**config.mk**
```make
export PLATFORM = sky130hd
export DESIGN_NAME = boot_power_sequencer
export DESIGN_NICKNAME = d
export VERILOG_FILES = /design/src/rtl/boot_seq_pkg.sv /design/src/rtl/seq_timer.sv /design/src/rtl/fid_capture.sv /design/src/rtl/seq_fsm.sv /design/src/rtl/boot_power_sequencer.sv
export SDC_FILE = /design/constraint.sdc
export NUM_CORES = 1
export LEC_CHECK = 0
export BUFFER_PORTS_ARGS = -buffer_cell sky130_fd_sc_hd__buf_2
export CORE_MARGIN = 5
export CORE_UTILIZATION = 50
export DETAILED_ROUTE_END_ITERATION = 10
export PLACE_DENSITY = 0.75
export SYNTH_ARGS = -nofsm -noshare
export SYNTH_HDL_FRONTEND = slang
export SYNTH_SLANG_ARGS = --single-unit
```
**constraint.sdc**
```tcl
create_clock -name clk -period 4.8 [get_ports clk]
set_input_delay 0.48 -clock clk [delete_from_list [all_inputs] [get_ports clk]]
set_output_delay 0.48 -clock clk [all_outputs]
set_load 0.01 [all_outputs]
```
**src/rtl/boot_seq_pkg.sv**
```systemverilog
package boot_seq_pkg;

  typedef enum logic [2:0] {
    ST_OFF,
    ST_WAIT_CLK,
    ST_PWRGOOD,
    ST_HOLD,
    ST_RELEASE,
    ST_RUN
  } seq_state_t;

  // Whole clock cycles in a span of microseconds at a clock given in kHz.
  function automatic int unsigned us_to_cycles(input int unsigned clk_khz,
                                               input int unsigned span_us);
    return (clk_khz * span_us) / 1000;
  endfunction

  // Width of a counter that must reach the value n.
  function automatic int unsigned bits_for(input int unsigned n);
    return (n < 2) ? 1 : $clog2(n + 1);
  endfunction

  function automatic int unsigned max3(input int unsigned a, b, c);
    int unsigned m;
    m = (a > b) ? a : b;
    return (m > c) ? m : c;
  endfunction

endpackage

```
**src/rtl/seq_timer.sv**
```systemverilog
module seq_timer #(
  parameter int unsigned W = 8
) (
  input  logic         clk,
  input  logic         rst_n,
  input  logic         clear,
  output logic [W-1:0] count
);
  localparam logic [W-1:0] TOP = '1;

  // Free-running up counter that stops at its maximum value.
  always_ff @(posedge clk or negedge rst_n) begin
    if (!rst_n)              count <= '0;
    else if (clear)          count <= '0;
    else if (count != TOP)   count <= count + 1'b1;
  end
endmodule

```
**src/rtl/fid_capture.sv**
```systemverilog
module fid_capture #(
  parameter int unsigned FID_W = 4
) (
  input  logic             clk,
  input  logic             rst_n,
  input  logic             capture,
  input  logic [FID_W-1:0] fid_in,
  output logic [FID_W-1:0] fid_q
);
  always_ff @(posedge clk or negedge rst_n) begin
    if (!rst_n)       fid_q <= '0;
    else if (capture) fid_q <= fid_in;
  end
endmodule

```
**src/rtl/seq_fsm.sv**
```systemverilog
module seq_fsm
  import boot_seq_pkg::*;
#(
  parameter int unsigned SETTLE_CYC = 300,
  parameter int unsigned RST_CYC    = 175,
  parameter int unsigned TAIL_CYC   = 4,
  parameter int unsigned W          = 9
) (
  input  logic         clk,
  input  logic         rst_n,
  input  logic         supply_ok,
  input  logic [W-1:0] count,
  output logic         timer_clear,
  output logic         capture_evt,
  output seq_state_t   state,
  output logic         pwrok_q,
  output logic         cpu_rst_n_q,
  output logic         bridge_rst_n_q,
  output logic         done_q,
  output logic         fault_q
);
  localparam logic [W-1:0] SETTLE_LAST = W'(SETTLE_CYC - 1);
  localparam logic [W-1:0] HOLD_LAST   = W'(RST_CYC - 2);
  localparam logic [W-1:0] TAIL_LAST   = W'(TAIL_CYC - 1);

  seq_state_t nxt;
  logic       nxt_pwr_on;

  always_comb begin
    nxt         = state;
    timer_clear = 1'b0;
    unique case (state)
      ST_OFF: begin
        timer_clear = 1'b1;
        if (supply_ok) nxt = ST_WAIT_CLK;
      end
      ST_WAIT_CLK: begin
        if (!supply_ok) begin
          nxt         = ST_OFF;
          timer_clear = 1'b1;
        end else if (count == SETTLE_LAST) begin
          nxt         = ST_PWRGOOD;
          timer_clear = 1'b1;
        end
      end
      ST_PWRGOOD: begin
        nxt         = ST_HOLD;
        timer_clear = 1'b1;
      end
      ST_HOLD: begin
        if (count == HOLD_LAST) begin
          nxt         = ST_RELEASE;
          timer_clear = 1'b1;
        end
      end
      ST_RELEASE: begin
        if (count == TAIL_LAST) begin
          nxt         = ST_RUN;
          timer_clear = 1'b1;
        end
      end
      ST_RUN:  nxt = ST_RUN;
      default: nxt = ST_OFF;
    endcase
  end

  assign capture_evt = (state == ST_HOLD) && (nxt == ST_RELEASE);
  assign nxt_pwr_on  = (nxt == ST_PWRGOOD) || (nxt == ST_HOLD) ||
                       (nxt == ST_RELEASE) || (nxt == ST_RUN);

  always_ff @(posedge clk or negedge rst_n) begin
    if (!rst_n) begin
      state          <= ST_OFF;
      pwrok_q        <= 1'b0;
      cpu_rst_n_q    <= 1'b0;
      bridge_rst_n_q <= 1'b0;
      done_q         <= 1'b0;
      fault_q        <= 1'b0;
    end else begin
      state          <= nxt;
      pwrok_q        <= pwrok_q | nxt_pwr_on;
      cpu_rst_n_q    <= (nxt == ST_RELEASE) || (nxt == ST_RUN);
      bridge_rst_n_q <= (nxt == ST_RUN);
      done_q         <= (nxt == ST_RUN) && (state != ST_RUN);
      fault_q        <= fault_q | (pwrok_q & ~supply_ok);
    end
  end
endmodule

```
**src/rtl/boot_power_sequencer.sv**
```systemverilog
module boot_power_sequencer
  import boot_seq_pkg::*;
#(
  parameter int unsigned CLK_KHZ         = 100,
  parameter int unsigned SETTLE_US       = 3000,
  parameter int unsigned RST_DELAY_US    = 1750,
  parameter int unsigned BRIDGE_TAIL_CYC = 4,
  parameter int unsigned FID_W           = 4
) (
  input  logic             clk,
  input  logic             rst_n,
  input  logic             supply_ok,
  input  logic [FID_W-1:0] fid_in,
  output logic             cpu_pwrok,
  output logic             cpu_reset_n,
  output logic             bridge_reset_n,
  output logic [FID_W-1:0] fid_latched,
  output logic             boot_done,
  output logic             supply_fault
);
  localparam int unsigned SETTLE_CYC   = us_to_cycles(CLK_KHZ, SETTLE_US);
  localparam int unsigned RST_CYC      = us_to_cycles(CLK_KHZ, RST_DELAY_US);
  localparam int unsigned MIN_HOLD_CYC = us_to_cycles(CLK_KHZ, 1000);
  localparam int unsigned CNT_W        = bits_for(max3(SETTLE_CYC, RST_CYC, BRIDGE_TAIL_CYC));

  if (RST_DELAY_US < 1000) begin : g_bad_reset_delay
    $error("reset delay below 1.0 ms cannot cover PLL lock");
  end
  if (BRIDGE_TAIL_CYC < 1 || RST_CYC < 2 || SETTLE_CYC < 1) begin : g_bad_counts
    $error("sequencer delays must be at least one cycle");
  end

  // Internal events brought out by name for the checker.
  logic             timer_clear;
  logic             capture_evt;
  logic [CNT_W-1:0] phase_count;
  seq_state_t       seq_state;

  seq_timer #(.W(CNT_W)) u_timer (
    .clk   (clk),
    .rst_n (rst_n),
    .clear (timer_clear),
    .count (phase_count)
  );

  seq_fsm #(
    .SETTLE_CYC (SETTLE_CYC),
    .RST_CYC    (RST_CYC),
    .TAIL_CYC   (BRIDGE_TAIL_CYC),
    .W          (CNT_W)
  ) u_fsm (
    .clk            (clk),
    .rst_n          (rst_n),
    .supply_ok      (supply_ok),
    .count          (phase_count),
    .timer_clear    (timer_clear),
    .capture_evt    (capture_evt),
    .state          (seq_state),
    .pwrok_q        (cpu_pwrok),
    .cpu_rst_n_q    (cpu_reset_n),
    .bridge_rst_n_q (bridge_reset_n),
    .done_q         (boot_done),
    .fault_q        (supply_fault)
  );

  fid_capture #(.FID_W(FID_W)) u_fid (
    .clk     (clk),
    .rst_n   (rst_n),
    .capture (capture_evt),
    .fid_in  (fid_in),
    .fid_q   (fid_latched)
  );
endmodule

```
==> impl_results.md <==
- Mapped Avg Cell Area: 11.2 sq um
- Status: completed
- Worst Reg-to-Reg Cells: 5
- Hold buffers post-CTS: 0
- Area growth syn-to-layout: 10.1%
- RSZ-0062 raised after global routing: false
- Initial Util: 0.531
- Hold Fails Final Rpt: 0
- DR vias: 741
- Antenna violations before repair: 0
- Setup Buffers After CTS: 0
- Final #Nets: 122
- Post-detailed-route count of antenna-violating nets: 0
- Core ar.: 0.00200 sq mm
- Worst Max-Slew Pin Slew: 0.542 ns
- PwrDens: 232 mW/mm^2
- CP peak stage delay: 0.50 ns
- TritonCTS Sinks: 21
- Max-cap viol count: 0
- Initial DRC Count: 27
- #FFs+latches synth: 21
- Clock skew: approximately 0.0011 ns
- I/O pins: 16
- Seq/Total Area, Yosys: 0.494
- WP buf/inv: 0
- Gate Count Post-Synth: 95
- Inserted Clock Buffers: 3
- TNS Setup: 0 ns
- Chip height: 56.1 um
- Resize count post-CTS: 0
- Slew HR: 0.638
- Area after DPL: 0.00114 sq mm
- Final setup margin: 2.80 ns
- Commonest non-fill, non-tap cell in the layout: dfrtp_1
- Slew Viols, Final: 0
- Fill cell count: between 150 and 200
- Commonest cells after routing, fill and taps aside: 21 x dfrtp_1, 15 x buf_2, 8 x nor2_1, 8 x nor2_2
- Grt total ovfl: 0
- P_int: 216 uW
- Combinational power share: 0.044
- Diodes inserted: 0
- Fmax: 0.500 GHz
- Sw frac: 0.205
- Syn_nets: 105
- First-pass GRT wire length: 3110 um
- CTS tree: yes
- Die area: roughly 0.0031 sq mm
- Yosys Warn Count: 0
- Crit path time final: 2.00 ns
- Capturing point of the worst reg2reg path: u_timer.count[2]
- Slowest stage cell on the critical path: or4b_4
- HP Class: input pin to asynchronous set/reset pin
- R2r startpoint: u_timer.count[0]
- Setup violation total in the final timing report: 0
- Clk buf depth: 2
- Flop pwr share: 0.659
- Fin crit share: 0.416
- Max FO, Critical Path: 8
- Post-DR wirelength/cell: 13.3 um
- Synth Cell Area: 0.00106 sq mm
- Drc violations: 0
- Largest delay share family, worst path: compound AO/OA/AOI/OAI gates
- H-tree lvl count: 1
- GP Congestion: 0.841
- Tot Pwr: 272 uW
- Row cnt: 16
- NetSw: 55.9 uW
- Peak supply drop: 125 uV
- GRT Util Overall: 0.125
- Clock latency at the later pin of the worst-skew pair: 0.29 ns
- Reg2reg setup slack: 2.80 ns
- Netlist cell types: 33
- Arrival time at the worst endpoint: approximately 2.2 ns
- Startpoint Class: flop
- Crit Path Class: flop to flop
- Port Buffer Count: 15
- Post-route design area: approximately 0.0012 sq mm
- Hpwl dp: 1420 um
- Worst-path clk slew: 0.11 ns
- Leak: approximately 0.52 nW
- Place WS: 2.80 ns
- Worst Setup End Kind: flop
- Wire length after detailed routing: around 1800 um
- Share of layout cells above drive strength 1: 0.315
- DR pass1 iterations: 4
- Crit-path cells: ha_1 -> or4b_4 -> o21a_1 -> o211ai_2 -> nor2_2
- Clock network power share: 0.297
- Vias in the first global route: 719
- WP data required: 4.97 ns
- Via/cell ratio: 5.37
- Clock Tree Root: clkbuf_4
- Die Span X: about 56 um
- Largest net degree at the start of global routing: 22
- Util after Layout: 0.585
==> routing by layer <==
metal	wire length, um	global-route usage	vias to the layer above	part of all wire
met1	789	0.147	361	0.43
met4	34	0.0644	0	0.019
met3	115	0.0441	4	0.063
met5	0	0	-	0
li1	-	-	359	-
met2	898	0.200	17	0.49
==> flip-flops by register name, summed over array words and instances (netlist names) <==
register,flops
u_fid.fid_q,4
u_fsm.bridge_rst_n_q,1
u_fsm.cpu_rst_n_q,1
u_fsm.done_q,1
u_fsm.fault_q,1
u_fsm.pwrok_q,1
u_fsm.state,3
u_timer.count,9
==> power by group through the flow <==
| stage | logic (mW) | registers (mW) | clock network (mW) |
|---|---|---|---|
| after floorplan | 0.00321 | 0.184 | 0 |
| after global placement | 0.0119 | 0.183 | 0 |
| after detailed placement | 0.0123 | 0.183 | 0 |
| after CTS | 0.0123 | 0.179 | 0.0845 |
| after global routing | 0.0136 | 0.180 | 0.0924 |
| final | 0.0119 | 0.179 | 0.0809 |
==> worst reg2reg max path, cell delays in order (launching register included) <==
cell and delay, ns:
dfrtp_1 0.43, ha_1 0.20, or4b_4 0.50, o21a_1 0.22, o211ai_2 0.45, nor2_2 0.08
==> Yosys cell counts (all sizes together) <==
library cell,number,area share
o41ai,1,0.0082
buf,3,0.026
nand3,3,0.014
nor3,1,0.0047
mux2,4,0.056
nand3b,1,0.0071
or4b,2,0.022
o211ai,1,0.012
ha,3,0.035
a21o,1,0.0071
xnor2,3,0.025
xor2,4,0.033
o21a,2,0.014
and3,2,0.012
nor2,16,0.075
mux2i,1,0.0094
nand4b,2,0.016
nor2b,3,0.018
o21ai,2,0.0094
inv,3,0.011
or2,4,0.024
a21oi,2,0.0094
nand4,2,0.012
o31ai,1,0.0071
nand2,3,0.011
nand2b,2,0.012
dfrtp,21,0.49
o32a,1,0.0094
or4,1,0.0071
==> worst max-delay path by stage <==
stage               cells past startpoint                to              from
floorplan                               5  u_timer.count[0]  u_timer.count[0]
global placement                        4  u_timer.count[7]  u_timer.count[4]
detailed placement                      5  u_timer.count[7]  u_timer.count[0]
CTS                                     5  u_timer.count[1]  u_timer.count[0]
global route                            5  u_timer.count[0]  u_timer.count[0]
finish                                  5  u_timer.count[2]  u_timer.count[0]
==> metrics by stage <==
stage	std cells	hold WS, ns
after global placement	134	0.433
final	138	0.114
after global routing	138	0.149
after floorplan	95	0.184
after CTS	138	0.122
after detailed placement	134	0.443
==> layout make-up <==
type	instances	area, sq um	share of cell area
flip-flops and latches	21	526	0.449
multi-input cells	68	499	0.426
clock buffers	4	26.3	0.0224
repair buffers	15	75.1	0.0641
inverters	3	11.3	0.00962
well taps	27	33.8	0.0288
==> cell families (layout without fill, tap and decap cells) <==
| group | after synthesis | count (layout) | synth area share |
|---|---|---|---|
| buffers and inverters | 6 | 22 | 0.0365 |
| adders and majority gates | 3 | 3 | 0.0353 |
| AOI/OAI and AO/OA | 11 | 11 | 0.0765 |
| xor gates and xnor gates | 7 | 7 | 0.0576 |
| DFF | 21 | 21 | 0.494 |
| muxes | 5 | 5 | 0.0659 |
| and+or+nand+nor | 42 | 42 | 0.234 |
(Power assumes the default switching activity.)
